**config.mk**
```make
export PLATFORM = sky130hd
export DESIGN_NAME = bkpt_route_unit
export DESIGN_NICKNAME = d
export VERILOG_FILES = /design/src/rtl/bkpt_route_pkg.sv /design/src/rtl/bkpt_mode_sel.sv /design/src/rtl/bkpt_outcome_dec.sv /design/src/rtl/bkpt_seq_tracker.sv /design/src/rtl/bkpt_route_unit.sv
export SDC_FILE = /design/constraint.sdc
export NUM_CORES = 1
export LEC_CHECK = 0
export CORE_AREA = 3 3 40 42
export DETAILED_ROUTE_END_ITERATION = 8
export DIE_AREA = 0 0 43 45
export DONT_BUFFER_PORTS = 1
export GPL_TIMING_DRIVEN = 0
export PLACE_DENSITY = 0.53
export SYNTH_ARGS = -nofsm -noshare
export SYNTH_HDL_FRONTEND = slang
export SYNTH_SLANG_ARGS = --single-unit
```
**constraint.sdc**
```tcl
create_clock -name clk -period 2.61 [get_ports clk]
set_input_delay 0.1305 -clock clk [delete_from_list [all_inputs] [get_ports clk]]
set_output_delay 0.1305 -clock clk [all_outputs]
set_load 0.01 [all_outputs]
```
**src/rtl/bkpt_route_pkg.sv**
```systemverilog
// Shared constants and types for the breakpoint trap routing unit.
// Assumes 32-bit instruction words and five privilege/virtualization modes.
package bkpt_route_pkg;

    localparam int unsigned WORD_W    = 32;
    localparam int unsigned NUM_MODES = 5;

    localparam logic [WORD_W-1:0] ENTRY_MARK = 32'h01f01013;
    localparam logic [WORD_W-1:0] BKPT_WORD  = 32'h00100073;
    localparam logic [WORD_W-1:0] CLOSE_MARK = 32'h40705013;

    typedef enum logic [1:0] {
        PRV_USER  = 2'd0,
        PRV_SUPER = 2'd1,
        PRV_RSVD  = 2'd2,
        PRV_MACH  = 2'd3
    } priv_e;

    typedef struct packed {
        logic semi;
        logic dbg;
        logic exc;
    } outcome_t;

    // Privilege code associated with enable-bit index m.
    function automatic logic [1:0] mode_priv(input int unsigned m);
        case (m)
            0:       return PRV_MACH;
            1, 3:    return PRV_SUPER;
            default: return PRV_USER;
        endcase
    endfunction

    // Virtualization flag required by enable-bit index m.
    function automatic logic mode_virt(input int unsigned m);
        return (m == 3) || (m == 4);
    endfunction

    // True when index m does not care about the virtualization flag.
    function automatic logic mode_any_virt(input int unsigned m);
        return (m == 0);
    endfunction

endpackage

```
**src/rtl/bkpt_mode_sel.sv**
```systemverilog
// Picks the debug-enable bit that belongs to the current privilege mode.
// Assumes the enable vector is ordered by the index mapping in the package;
// the reserved privilege code matches no index and yields zero.
module bkpt_mode_sel
    import bkpt_route_pkg::*;
#(
    parameter int unsigned N_MODES = NUM_MODES
) (
    input  logic [1:0]         priv_i,
    input  logic               virt_i,
    input  logic [N_MODES-1:0] en_i,
    output logic [N_MODES-1:0] hit_o,
    output logic               dbg_on_o
);

    // One comparator per mode index.
    generate
        for (genvar m = 0; m < N_MODES; m++) begin : g_mode
            assign hit_o[m] = (priv_i == mode_priv(m)) &&
                              (mode_any_virt(m) || (virt_i == mode_virt(m)));
        end
    endgenerate

    // The selected bit: OR of enables gated by the matching mode.
    assign dbg_on_o = |(hit_o & en_i);

endmodule

```
**src/rtl/bkpt_outcome_dec.sv**
```systemverilog
// Combinational choice of destination for a held breakpoint.
// Assumes the caller only latches the result when a breakpoint is held.
module bkpt_outcome_dec
    import bkpt_route_pkg::*;
(
    input  logic     held_marked_i,
    input  logic     held_dbg_i,
    input  logic     close_hit_i,
    input  logic     semi_en_i,
    input  logic     flush_i,
    output outcome_t out_o
);

    logic semi_take;

    // Semihosting only wins on an unflushed, fully marked sequence.
    always_comb begin
        semi_take  = !flush_i && semi_en_i && held_marked_i && close_hit_i;
        out_o.semi = semi_take;
        out_o.dbg  = !semi_take && held_dbg_i;
        out_o.exc  = !semi_take && !held_dbg_i;
    end

endmodule

```
**src/rtl/bkpt_seq_tracker.sv**
```systemverilog
// Holds the opening-marker flag and the pending breakpoint, and registers
// the outcome pulse. Assumes flush takes priority over a same-cycle word.
module bkpt_seq_tracker
    import bkpt_route_pkg::*;
(
    input  logic     clk,
    input  logic     rst_n,
    input  logic     valid_i,
    input  logic     flush_i,
    input  logic     entry_hit_i,
    input  logic     bkpt_hit_i,
    input  logic     dbg_on_i,
    input  outcome_t dec_i,
    output logic     held_o,
    output logic     held_marked_o,
    output logic     held_dbg_o,
    output outcome_t pulse_o
);

    logic prev_entry;

    // Advance detector state on valid words; resolve on next word or flush.
    always_ff @(posedge clk) begin
        if (!rst_n) begin
            prev_entry    <= 1'b0;
            held_o        <= 1'b0;
            held_marked_o <= 1'b0;
            held_dbg_o    <= 1'b0;
            pulse_o       <= '0;
        end else begin
            pulse_o <= '0;
            if (flush_i) begin
                if (held_o) pulse_o <= dec_i;
                held_o     <= 1'b0;
                prev_entry <= 1'b0;
            end else if (valid_i) begin
                if (held_o) pulse_o <= dec_i;
                prev_entry    <= entry_hit_i;
                held_o        <= bkpt_hit_i;
                held_marked_o <= prev_entry;
                held_dbg_o    <= dbg_on_i;
            end
        end
    end

    AST_IDLE_QUIET: assert property (@(posedge clk) disable iff (!rst_n)
        (!valid_i && !flush_i) |=> (pulse_o == '0));
    AST_ONE_PER_BKPT: assert property (@(posedge clk) disable iff (!rst_n)
        (held_o && (valid_i || flush_i)) |=> ($countones(pulse_o) == 1));
    AST_NO_HELD_NO_PULSE: assert property (@(posedge clk) disable iff (!rst_n)
        !held_o |=> (pulse_o == '0));
    AST_FLUSH_CLEARS: assert property (@(posedge clk) disable iff (!rst_n)
        flush_i |=> !held_o);

endmodule

```
**src/rtl/bkpt_route_unit.sv**
```systemverilog
// Top of the breakpoint trap routing unit. Decodes marker and breakpoint
// words, selects the mode's debug enable, and drives three outcome pulses.
// Assumes one retired word per cycle at most, qualified by insn_valid_i.
module bkpt_route_unit
    import bkpt_route_pkg::*;
#(
    parameter int unsigned W_WORD  = WORD_W,
    parameter int unsigned N_MODES = NUM_MODES
) (
    input  logic               clk,
    input  logic               rst_n,
    input  logic               insn_valid_i,
    input  logic [W_WORD-1:0]  insn_word_i,
    input  logic [1:0]         priv_i,
    input  logic               virt_i,
    input  logic [N_MODES-1:0] dbg_en_i,
    input  logic               semi_en_i,
    input  logic               flush_i,
    output logic               semi_req_o,
    output logic               dbg_entry_o,
    output logic               bkpt_exc_o
);

    localparam logic [W_WORD-1:0] ENTRY_W = W_WORD'(ENTRY_MARK);
    localparam logic [W_WORD-1:0] BKPT_W  = W_WORD'(BKPT_WORD);
    localparam logic [W_WORD-1:0] CLOSE_W = W_WORD'(CLOSE_MARK);

    logic               entry_hit, bkpt_hit, close_hit;
    logic [N_MODES-1:0] mode_hit;
    logic               dbg_on;
    logic               held, held_marked, held_dbg;
    outcome_t           dec, pulse;

    // Word pattern decode.
    always_comb begin
        entry_hit = (insn_word_i == ENTRY_W);
        bkpt_hit  = (insn_word_i == BKPT_W);
        close_hit = (insn_word_i == CLOSE_W);
    end

    bkpt_mode_sel #(.N_MODES(N_MODES)) mode_sel_i (
        .priv_i   (priv_i),
        .virt_i   (virt_i),
        .en_i     (dbg_en_i),
        .hit_o    (mode_hit),
        .dbg_on_o (dbg_on)
    );

    bkpt_outcome_dec outcome_dec_i (
        .held_marked_i (held_marked),
        .held_dbg_i    (held_dbg),
        .close_hit_i   (close_hit),
        .semi_en_i     (semi_en_i),
        .flush_i       (flush_i),
        .out_o         (dec)
    );

    bkpt_seq_tracker tracker_i (
        .clk           (clk),
        .rst_n         (rst_n),
        .valid_i       (insn_valid_i),
        .flush_i       (flush_i),
        .entry_hit_i   (entry_hit),
        .bkpt_hit_i    (bkpt_hit),
        .dbg_on_i      (dbg_on),
        .dec_i         (dec),
        .held_o        (held),
        .held_marked_o (held_marked),
        .held_dbg_o    (held_dbg),
        .pulse_o       (pulse)
    );

    // Drive the outcome ports from the registered pulse.
    assign semi_req_o  = pulse.semi;
    assign dbg_entry_o = pulse.dbg;
    assign bkpt_exc_o  = pulse.exc;

    AST_OUT_ONEHOT: assert property (@(posedge clk) disable iff (!rst_n)
        $onehot0({semi_req_o, dbg_entry_o, bkpt_exc_o}));
    AST_MODE_UNIQUE: assert property (@(posedge clk) disable iff (!rst_n)
        $onehot0(mode_hit));
    AST_SEMI_NEEDS_ENABLE: assert property (@(posedge clk) disable iff (!rst_n)
        (insn_valid_i && !flush_i && !semi_en_i) |=> !semi_req_o);
    AST_FLUSH_NO_SEMI: assert property (@(posedge clk) disable iff (!rst_n)
        flush_i |=> !semi_req_o);
    AST_RSVD_NO_DEBUG: assert property (@(posedge clk) disable iff (!rst_n)
        (insn_valid_i && !flush_i && bkpt_hit && priv_i == PRV_RSVD) |=> !held_dbg);

endmodule

```
## After elaboration in Yosys (flattened, before gate mapping)

Cells that the tools add are included.

| storage, ports and cells | value |
|---|---|
| register bits after elaboration | 7 |
| output and inout bits | 3 |
| word-level logic and storage cells | 35 |

| cells by class | value |
|---|---|
| equality and inequality tests | 5 |
| multiplexer cells | 3 |
| bitwise gates (word level) | 4 |
| reductions and logical operators | 16 |

Operator list:

| operator | count |
|---|---|
| $eq 32x21->1 const B | 1 |
| $eq 32x25->1 const B | 1 |
| $eq 32x31->1 const B | 1 |
| $logic_and 1x1->1 | 9 |
| $mux 3 | 3 |
| $and 5x5->5 | 1 |
| $reduce_or 5->1 | 1 |
| $logic_not 1->1 | 3 |
| $not 1->1 | 3 |
| $eq 2x1->1 const B | 1 |
| $eq 2x2->1 const B | 1 |
| $logic_not 2->1 | 1 |
| $reduce_and 2->1 | 1 |
| $reduce_or 2->1 | 1 |

## Logic depth before layout (Yosys ltp)

Gate-level depths: netlist (run 1).

| logic depth | value |
|---|---|
| depth in word-level cells | 9 |
| mapped depth | 4 |
| gate-level depth less buffers | 4 |

## Cells and area by module

From an unflattened synthesis (run 1), not the netlist that was laid out.

| unflattened totals | value |
|---|---|
| cell total of the unflattened synthesis | 56 |
| area total of the unflattened synthesis | 511.7 µm² |

Modules (own cells, without submodules):

| module | times used | cells an instance | area each (µm²) |
|---|---|---|---|
| bkpt_seq_tracker | 1 | 23 | 251.5 |
| bkpt_route_unit | 1 | 19 | 152.6 |
| bkpt_mode_sel | 1 | 10 | 76.3 |
| bkpt_outcome_dec | 1 | 4 | 31.3 |

## Least setup slack after synthesis (run 1)

Ideal clock, no wire load.

| timing | value |
|---|---|
| path kind | input -> register |
| start | input insn_word_i[25] |
| end | register tracker_i.pulse_o[2] (netlist name) |
| data arrival time | 1.276 ns |
| data required time | 2.549 ns |
| path slack | 1.273 ns |
| stages on the path | 4 |
| buffers on the path | 0 |
| cells stage by stage | or3_4 -> or3_4 -> nor4_4 -> and4b_1 |

| between the ends | value |
|---|---|
| cells in the longest elaborated chain, start to end | 5 |

RTL lines:

| what | line | text |
|---|---|---|
| from (decl) | bkpt_route_unit.sv:13 | `input logic [W_WORD-1:0] insn_word_i,` |
| $eq 32x31->1 * | bkpt_route_unit.sv:38 | `close_hit = (insn_word_i == CLOSE_W);` |
| $logic_and 1x1->1 * | bkpt_outcome_dec.sv:18 | `semi_take = !flush_i && semi_en_i && held_marked_i && close_hit_i;` |
| $mux 3 * | bkpt_seq_tracker.sv:33, bkpt_seq_tracker.sv:37 |  |
| $mux 3 | bkpt_seq_tracker.sv:36 | `end else if (valid_i) begin` |
| $mux 3 * | bkpt_seq_tracker.sv:32 | `if (flush_i) begin` |
| to (signal assigned) | bkpt_seq_tracker.sv:33 | `if (held_o) pulse_o <= dec_i;` |
| to (signal assigned) | bkpt_seq_tracker.sv:37 | `if (held_o) pulse_o <= dec_i;` |
| to (decl) | bkpt_seq_tracker.sv:17 | `output outcome_t pulse_o` |

Mark *: on every way between the ends. The rest lies on a longest branch, timed or not.
A chain may end at the register's enable or synchronous reset.

## Worst setup path after layout (run 1)

| timing | value |
|---|---|
| start | register tracker_i.held_marked_o |
| end | register tracker_i.pulse_o[2] (netlist name) |

| between the ends | value |
|---|---|
| cells in the longest elaborated chain, start to end | 5 |

RTL lines:

| what | line | text |
|---|---|---|
| from (decl) | bkpt_seq_tracker.sv:15 | `output logic held_marked_o,` |
| from (signal assigned) | bkpt_seq_tracker.sv:40 | `held_marked_o <= prev_entry;` |
| $logic_and 1x1->1 * (2 in series) | bkpt_outcome_dec.sv:18 |  |
| $mux 3 * | bkpt_seq_tracker.sv:33, bkpt_seq_tracker.sv:37 |  |
| $mux 3 | bkpt_seq_tracker.sv:36 |  |
| $mux 3 * | bkpt_seq_tracker.sv:32 |  |

Marks and branches as above.

==> results of run 1 <==
-- routing by layer --
metal  up-vias  share of wire, %  GRT usage, %
met2        44                47          19.8
met1       178                35          11.9
met4         0               1.8          8.43
li1        192                 -             -
met5         -                 0             0
met3         3                16          3.98
-- path summary, 6_finish.rpt --
| path | startpoint | to | slack, ns | depth (start not counted) |
|---|---|---|---|---|
| max | tracker_i.held_marked_o$_SDFFE_PN0P_ | tracker_i.pulse_o[2]$_SDFF_PN0_ | 1.45 | 4 |
| min | rst_n | tracker_i.held_marked_o$_SDFFE_PN0P_ | 0.01 | 1 |
| max reg2reg | tracker_i.held_marked_o$_SDFFE_PN0P_ | tracker_i.pulse_o[2]$_SDFF_PN0_ | 1.45 | 4 |
| min reg2reg | tracker_i.held_dbg_o$_SDFFE_PN0P_ | tracker_i.pulse_o[0]$_SDFF_PN0_ | 0.48 | 1 |
-- logic make-up after synthesis --
group	count (synthesis)	share of synthesized area, %
simple gates	30	50.1
mux	2	7.71
compound gates	5	8.90
flops	7	33.2
-- sequential cells by signal, summed over array words and instances (netlist names) --
name and count:
tracker_i.pulse_o 3, tracker_i.held_dbg_o 1, tracker_i.held_marked_o 1, tracker_i.held_o 1
tracker_i.prev_entry 1
-- stage by stage --
stage,hold slack (ns),util [%],setup slack (ns),cells,power [mW]
6_report,0.0139,36.3,1.45,63,0.223
3_3_place_gp,0.261,34.3,1.22,59,0.126
2_1_floorplan,0.259,-,1.27,44,0.125
4_1_cts,0.0185,36.3,1.42,63,0.224
3_5_place_dp,0.277,34.3,1.19,59,0.126
5_1_grt,0.0202,36.3,1.27,63,0.231
-- cell usage after synthesis --
| cell type | number | share of area [%] |
|---|---|---|
| or3_4 | 2 | 5.3 |
| nor3b_1 | 2 | 3.6 |
| and4b_1 | 2 | 4.7 |
| and3b_1 | 1 | 2.1 |
| nor3_1 | 3 | 3.6 |
| nor2_1 | 4 | 3.6 |
| a32o_1 | 1 | 2.4 |
| o21ai_0 | 1 | 1.2 |
| nor4b_1 | 2 | 4.2 |
| mux4_2 | 1 | 5.3 |
| dfxtp_1 | 7 | 33 |
| nor4_1 | 2 | 3.0 |
| nand3_1 | 1 | 1.2 |
| a31oi_1 | 1 | 1.5 |
| mux2i_1 | 1 | 2.4 |
| nor4_4 | 1 | 5.0 |
| o211ai_1 | 1 | 1.8 |
| nand2b_1 | 1 | 1.5 |
| nand2_1 | 2 | 1.8 |
| nor2b_1 | 2 | 3.0 |
| a31o_1 | 1 | 2.1 |
| or4_1 | 1 | 1.8 |
| nand4_1 | 4 | 5.9 |
-- placed cells by master (no fill, tap or decap), drive strengths merged --
master	synthesis	routed
mux4	1	1
and3b	1	1
and4b	2	2
nand3	1	1
a32o	1	1
dfxtp	7	7
nor4	3	3
nand2b	1	1
nor4b	2	2
nor2b	2	2
nor3	3	3
a31o	1	1
or3	2	2
nand2	2	2
o211ai	1	1
nand4	4	4
nor2	4	4
a31oi	1	1
or4	1	1
clkbuf	0	4
mux2i	1	1
o21ai	1	1
nor3b	2	2
-- area by class of cell --
type / instances / area [um2]
Clock buffer: 4 / 26.3
Sequential cell: 7 / 140
Tap cell: 15 / 18.8
Multi-Input combinational cell: 37 / 282
Fill cell: 140 / 818
-- where the power goes --
group	leakage [nW]	internal, mW	switching (mW)
clock network	0.0150	0.0584	0.0407
registers	0.0565	0.108	0.000904
logic	0.0834	0.00991	0.00545
total	0.155	0.176	0.0470
-- worst max-delay path, cell delays in order, from the launching register on --
cell and delay (ns):
dfxtp_1 0.32, and4b_1 0.19, nand4_1 0.15, nor4_4 0.22
and4b_1 0.22
==> flow_metrics.py, run 1 <==
metrics = {
    "outcome": {
        "status": "finished, final reports clean",
    },
    "synth": {
        "syn_nets": 89,
        "postSynthCellCount": 44,
        "seq_area_frac_synth_pct": 33.2,
        "avgSynthCellArea_um2": 9.58,
        "ys_ff_latch": 7,
        "yosysWarnings": 0,
        "syn_area_um2": 422,
        "synthDistinctLibCells": 23,
    },
    "clock_tree": {
        "cts_resized": 0,
        "h-tree-depth": 1,
        "worst_skew_pair.late_latency_ns": 0.25,
        "cts_hold_buf": 0,
        "cts_tree": "done",
        "clockBufferDepth": 2,
        "cts_made_buffers": 3,
        "cts.sinks": 7,
        "clkTransAtPathRegs_ns": 0.05,
        "post_cts_buffers": 0,
        "cts-root-buf": "clkbuf_4",
    },
    "placed_design": {
        "gp_congestion": 0.686,
        "place_area_um2": 440,
        "io_buffers": 0,
        "dp_hpwl_um": 907,
    },
    "die": {
        "row_count": 13,
        "core_region_area_um2": 1280,
        "die-area_um2": 1940,
        "boundaryPins": 48,
        "start_util_pct": 32.8,
        "die_x_um": 43,
        "die_h_um": 45,
    },
    "final_layout": {
        "layout-drive-gt1-share_pct": 14.6,
        "nets": 94,
        "antennaDiodeCount": 0,
        "fin_area_um2": 467,
        "area_delta_synth_final_pct": 10.7,
    },
    "setup_path": {
        "worst-setup-path-type": "reg -> reg",
        "crit_arrival_ns": 1.36,
        "start_kind": "register",
        "cp.required_ns": 2.81,
        "endpoint_kind": "register",
        "crit_fanout": 3,
    },
    "grt": {
        "antenna_found_initial": 0,
        "grt_pass1_vias": 435,
        "grt_usage_pct": 11.6,
        "grt_overflow_total": 0,
        "grt_pass1_wl_mm": 1.63,
        "grt_max_degree": 8,
    },
    "timing": {
        "fmax_mhz": 861,
        "fin_setup_tns_ns": 0,
        "report.final.slew_viol_count": 0,
        "finalHoldViolCount": 0,
        "finalCritPeriodShare_pct": 44.5,
        "rsz0062_at_grt": "false",
        "worst_pin_slew_ns": 0.322,
        "finalSetupViolations": 0,
        "max-slew-margin-rel_pct": 78.3,
        "layout_min_cycle_time_ns": 1.16,
        "fin_skew_ns": 0.00377,
    },
    "drt": {
        "routed_wl_mm": 1.07,
        "firstDrtPassIters": 4,
        "routedWlPerCell_um": 17.0,
        "drc_errors": 0,
        "vias": 417,
        "vias_per_cell": 6.62,
        "postRouteAntennaNets": 0,
        "drt_iter0_drc": 10,
    },
    "hold_path": {
        "worst_hold_path_type": "in -> reg",
    },
    "flow_run": {
        "maxCapViolCount": 0,
    },
    "pwr": {
        "power.density_nw_per_um2": 479,
        "ir_drop_mv": 0.0930,
        "p_leak_nw": 0.155,
    },
}
Power figures use the tool's default switching activity.
==> run 2, diff against run 1 <==
--- a/config.mk
+++ b/config.mk
@@ -5,12 +5,13 @@
 export SDC_FILE = /design/constraint.sdc
 export NUM_CORES = 1
 export LEC_CHECK = 0
+export ABC_AREA = 1
 export CORE_AREA = 3 3 40 42
 export DETAILED_ROUTE_END_ITERATION = 8
 export DIE_AREA = 0 0 43 45
 export DONT_BUFFER_PORTS = 1
 export GPL_TIMING_DRIVEN = 0
-export PLACE_DENSITY = 0.53
+export PLACE_DENSITY = 0.66
 export SYNTH_ARGS = -nofsm -noshare
 export SYNTH_HDL_FRONTEND = slang
 export SYNTH_SLANG_ARGS = --single-unit
==> constraint.sdc (replaced) <==
create_clock -name clk -period 1.1 [get_ports clk]
set_input_delay 0.055 -clock clk [delete_from_list [all_inputs] [get_ports clk]]
set_output_delay 0.055 -clock clk [all_outputs]
set_load 0.01 [all_outputs]
==> flow_metrics.py, run 2 <==
metrics = {
    "synth": {
        "synthArstFlopShare_pct": 0,
        "avgSynthCellArea_um2": 5.18,
        "syn_nets": 157,
        "postSynthCellCount": 112,
        "synth-edff-count": 0,
        "yosys-top-cells-area": "dfxtp_1 (24%), nand2_1 (21%), nor2_1 (19%), inv_1 (14%), nand3_1 (3.4%)",
        "syn_area_um2": 581,
        "synth.largest_area_cell": "dfxtp_1",
        "synth_top_area_share_pct": 24.1,
        "synthDistinctLibCells": 14,
        "synth_most_common_cell": "nand2_1",
        "yosysWarnings": 0,
        "seq_area_frac_synth_pct": 24.1,
        "synth_ff_type": "dfxtp_1",
        "ys_ff_latch": 7,
        "synthTopCellsByCount": "nand2_1 (32), nor2_1 (29), inv_1 (21), dfxtp_1 (7), nand3_1 (4)",
    },
    "drt": {
        "routed_wl_mm": 1.32,
        "firstDrtPassIters": 3,
        "vias": 641,
        "vias_per_cell": 4.78,
        "routedWlPerCell_um": 9.87,
        "drc_errors": 0,
        "postRouteAntennaNets": 0,
        "drt_iter0_drc": 14,
    },
    "pwr": {
        "p_leak_nw": 0.311,
        "ir_drop_mv": 0.329,
        "total_power_mw": 0.580,
        "power.density_nw_per_um2": 885,
    },
    "setup_path": {
        "cp_slowest_stage_delay_ns": 0.34,
        "crit_arrival_ns": 1.11,
        "start_kind": "register",
        "cp.required_ns": 1.24,
        "crit_chain": "inv_1 -> nor2_1 -> nand3_1 -> nor2_2 -> nand2_2 -> nand2_2 -> nor2_1",
        "worst-setup-path-type": "reg -> reg",
        "endpoint_kind": "register",
        "crit_fanout": 2,
        "slowest_stage": "dfxtp_1",
    },
    "grt": {
        "grt_pass1_vias": 556,
        "grt_max_degree": 5,
        "grt_usage_pct": 14.3,
        "grt_overflow_total": 0,
        "antenna_found_initial": 0,
        "grt_pass1_wl_mm": 2.09,
    },
    "timing": {
        "fmax_mhz": 1030,
        "finalHoldViolCount": 0,
        "max-slew-margin-rel_pct": 84.4,
        "worst_pin_slew_ns": 0.233,
        "report.final.slew_viol_count": 0,
        "finalSetupViolations": 0,
        "fin_skew_ns": 0.00765,
        "finalCritPeriodShare_pct": 88.0,
        "rsz0062_at_grt": "false",
        "fin_setup_tns_ns": 0,
        "hold_ws_ns": 0.0166,
        "layout_min_cycle_time_ns": 0.968,
    },
    "final_layout": {
        "top_register": "tracker_i.pulse_o",
        "nets": 165,
        "layout-drive-gt1-share_pct": 9.24,
        "fill_cells": 137,
        "area_delta_synth_final_pct": 12.9,
        "final_cell_mix": "nand2_1 (32), nor2_1 (29), inv_1 (21)",
        "antennaDiodeCount": 0,
        "largest_register_ffs": 3,
        "final_common_cell": "nand2_1",
        "final_core_util_pct": 51.0,
    },
    "clock_tree": {
        "cts_tree": "done",
        "clkTransAtPathRegs_ns": 0.06,
        "cts.sinks": 7,
        "cts-root-buf": "clkbuf_4",
        "h-tree-depth": 1,
        "cts_made_buffers": 3,
        "worst_skew_pair.late_latency_ns": 0.25,
        "clockBufferDepth": 2,
    },
    "die": {
        "die_h_um": 45,
        "row_count": 13,
        "die-area_um2": 1940,
        "boundaryPins": 48,
        "core_region_area_um2": 1280,
        "die_x_um": 43,
        "start_util_pct": 45.2,
    },
    "placed_design": {
        "gp_congestion": 0.802,
        "dp_hpwl_mm": 1.13,
        "io_buffers": 0,
    },
    "flow_run": {
        "maxCapViolCount": 0,
    },
    "hold_path": {
        "worst_hold_path_type": "in -> reg",
    },
    "outcome": {
        "status": "finished, final reports clean",
    },
}
[run 2: critical path: cells and delay by family, from the launching register on]
family | cells | cell delay, ns
simple gates | 6 | 0.46
flops | 1 | 0.34
buf+inv | 1 | 0.05
[run 2: what timing repair did]
action	4_1_cts	5_1_grt
gates resized for setup	0	0
hold endpoints to repair	5	0
setup buffers	0	0
hold buffers	3	0
[run 2: final cells by class]
class	instances	area, um2	share of cell area (%)
multi-input combinational	83	358	54.6
inverter	22	82.6	12.6
sequential	7	140	21.4
tap	15	18.8	2.86
timing repair buffer	3	30.0	4.58
clock buffer	4	26.3	4.01
[run 2: path summary, 6_finish.rpt]
check,cells after the start,startpoint,end,slack [ns]
setup / recovery,7,tracker_i.held_marked_o$_SDFFE_PN0P_,tracker_i.pulse_o[0]$_SDFF_PN0_,0.13
hold / removal,3,priv_i[1],tracker_i.held_dbg_o$_SDFFE_PN0P_,0.02
setup reg to reg,7,tracker_i.held_marked_o$_SDFFE_PN0P_,tracker_i.pulse_o[0]$_SDFF_PN0_,0.13
hold reg to reg,1,tracker_i.held_dbg_o$_SDFFE_PN0P_,tracker_i.pulse_o[0]$_SDFF_PN0_,0.45
[run 2: stage by stage]
step,setup slack (ns),instance area (um2),std cells
2_1_floorplan,0.232,581,112
3_3_place_gp,0.155,599,127
6_report,0.132,656,134
3_5_place_dp,0.153,599,127
4_1_cts,0.126,656,134
5_1_grt,0.0407,656,134
[run 2: logic make-up (layout without fill, tap and decap cells)]
| family | Yosys count | in the layout | share of synthesized area (%) |
|---|---|---|---|
| and+or+nand+nor | 74 | 74 | 52.4 |
| buffers and inverters | 22 | 29 | 14.2 |
| AOI/OAI and AO/OA | 9 | 9 | 9.27 |
| DFF | 7 | 7 | 24.1 |
[run 2: metal layers]
| layer | up-vias | GRT usage, % | part of all wire, % |
|---|---|---|---|
| met5 | - | 0 | 0 |
| met4 | 0 | 5.42 | 1.4 |
| met3 | 2 | 5.58 | 10 |
| met2 | 32 | 23.7 | 49 |
| met1 | 261 | 16.9 | 39 |
| li1 | 346 | - | - |
[run 2: report_power, final]
part           switching (mW)  internal, mW  leakage, nW
logic                  0.0439        0.0374        0.240
registers             0.00302         0.258       0.0567
clock network          0.0986         0.139       0.0150
total                   0.146         0.435        0.311
==> run 3, diff against run 2 <==
==> constraint.sdc (replaced) <==
create_clock -name clk -period 1.1 [get_ports clk]
set_input_delay 0.11 -clock clk [delete_from_list [all_inputs] [get_ports clk]]
set_output_delay 0.11 -clock clk [all_outputs]
set_load 0.01 [all_outputs]
==> flow_metrics.py, run 3 (synthesis results as in run 2) <==
metrics = {
    "outcome": {
        "status": "finished, final reports clean",
    },
    "final_layout": {
        "largest_register_ffs": 3,
        "nets": 163,
        "area_delta_synth_final_pct": 9.48,
        "multiInputGateArea_um2": 358,
        "final_common_cell": "nand2_1",
        "fill_cells": 136,
        "top_register": "tracker_i.pulse_o",
        "layout-drive-gt1-share_pct": 9.40,
        "final-seq-area_um2": 140,
        "antennaDiodeCount": 0,
        "final_cell_mix": "nand2_1 (32), nor2_1 (29), inv_1 (21)",
    },
    "clock_tree": {
        "clockBufferDepth": 2,
        "worst_skew_pair.late_latency_ns": 0.25,
        "cts.sinks": 7,
        "cts_tree": "done",
        "cts_made_buffers": 3,
        "post_cts_buffers": 0,
        "h-tree-depth": 1,
        "clkTransAtPathRegs_ns": 0.05,
        "cts-root-buf": "clkbuf_4",
    },
    "setup_path": {
        "crit_fanout": 2,
        "critical-path-top-delay-family": "simple AND/OR/NAND/NOR gates",
        "reg2reg_depth": 7,
        "crit_chain": "inv_1 -> nor2_1 -> nand3_1 -> nor2_2 -> nand2_2 -> nand2_2 -> nor2_1",
        "r2r_end": "tracker_i.pulse_o[0]$_SDFF_PN0_",
        "start_kind": "register",
        "cp.required_ns": 1.24,
        "r2r_slack_ns": 0.14,
        "critPathLaunch": "tracker_i.held_marked_o$_SDFFE_PN0P_",
        "critPathBufInv": 1,
        "endpoint_kind": "register",
        "cp_slowest_stage_delay_ns": 0.34,
        "worst-setup-path-type": "reg -> reg",
        "crit_arrival_ns": 1.11,
        "slowest_stage": "dfxtp_1",
        "r2r-start": "tracker_i.held_marked_o$_SDFFE_PN0P_",
    },
    "hold_path": {
        "hold_path_depth": 2,
        "min_to": "tracker_i.held_marked_o$_SDFFE_PN0P_",
        "worstHoldStart": "flush_i",
        "worst_hold_path_type": "in -> reg",
    },
    "timing": {
        "finalHoldViolCount": 0,
        "finalCritPeriodShare_pct": 87.6,
        "report.final.slew_viol_count": 0,
        "worst_pin_slew_ns": 0.232,
        "fmax_mhz": 1040,
        "fin_skew_ns": 0.00608,
        "rsz0062_at_grt": "false",
        "fin_setup_tns_ns": 0,
        "finalSetupViolations": 0,
        "layout_min_cycle_time_ns": 0.964,
        "max-slew-margin-rel_pct": 84.4,
    },
    "drt": {
        "routed_wl_mm": 1.28,
        "drt_iter0_drc": 14,
        "postRouteAntennaNets": 0,
        "vias": 637,
        "routedWlPerCell_um": 9.72,
        "vias_per_cell": 4.83,
        "drc_errors": 0,
        "firstDrtPassIters": 4,
    },
    "grt": {
        "grt_pass1_wl_mm": 2.01,
        "antenna_found_initial": 0,
        "grt_usage_pct": 13.7,
        "grt_max_degree": 6,
        "grt_overflow_total": 0,
        "grt_pass1_vias": 548,
    },
    "die": {
        "row_count": 13,
        "boundaryPins": 48,
        "core_region_area_um2": 1280,
        "die_h_um": 45,
        "die_x_um": 43,
        "die-area_um2": 1940,
        "start_util_pct": 45.2,
    },
    "placed_design": {
        "dp_hpwl_mm": 1.13,
        "gp_congestion": 0.802,
        "io_buffers": 0,
    },
    "pwr": {
        "total_power_mw": 0.569,
        "p_leak_nw": 0.303,
        "ir_drop_mv": 0.341,
        "power.density_nw_per_um2": 896,
    },
    "flow_run": {
        "maxCapViolCount": 0,
    },
}
run 3: cell count changes in the layout (fill, tap and decap cells not counted):
cell           change
dlygate4sd3_1      -2
run 3: timing repair:
item	4_1_cts	5_1_grt
gates resized for setup	0	0
hold buffers	1	0
endpoints found under the hold margin	2	0
run 3: area by class of cell:
cell class	instances	area share [%]
clock buffer	4	4.13
tap	15	2.95
inverter	22	13.0
sequential	7	22.0
timing repair buffer	1	1.57
multi-input combinational	83	56.3
run 3: layer usage:
layer / vias to the layer above / GRT usage [%] / routed length [um]
met1: 261 / 15.7 / 489
met4: 0 / 5.42 / 19
met5: - / 0 / 0
met2: 32 / 22.5 / 630
li1: 342 / - / -
met3: 2 / 5.98 / 144
run 3: worst max-delay path by stage:
| stage | end | cells past startpoint | slack, ns |
|---|---|---|---|
| after floorplan | tracker_i.pulse_o[0]$_SDFF_PN0_ | 7 | 0.23 |
| after global placement | tracker_i.pulse_o[0]$_SDFF_PN0_ | 7 | 0.16 |
| after detailed placement | tracker_i.pulse_o[0]$_SDFF_PN0_ | 7 | 0.15 |
| after CTS | tracker_i.pulse_o[0]$_SDFF_PN0_ | 7 | 0.13 |
| after global routing | tracker_i.pulse_o[0]$_SDFF_PN0_ | 7 | 0.05 |
| final | tracker_i.pulse_o[0]$_SDFF_PN0_ | 7 | 0.14 |
run 3: per-stage QoR:
stage               instance area (um2)  hold slack, ns  worst slack [ns]  instances  util (%)
floorplan                           581           0.246             0.232        112         -
global placement                    599           0.253             0.155        127      46.6
detailed placement                  599           0.264             0.153        127      46.6
CTS                                 636         0.00480             0.126        132      49.5
global route                        636          0.0130            0.0490        132      49.5
finish                              636          0.0137             0.136        132      49.5
run 3: report_power, final:
| group | switching (mW) | internal, mW | total (mW) |
|---|---|---|---|
| Combinational | 0.0404 | 0.0328 | 0.0732 |
| Clock | 0.0960 | 0.138 | 0.235 |
| Sequential | 0.00304 | 0.259 | 0.262 |
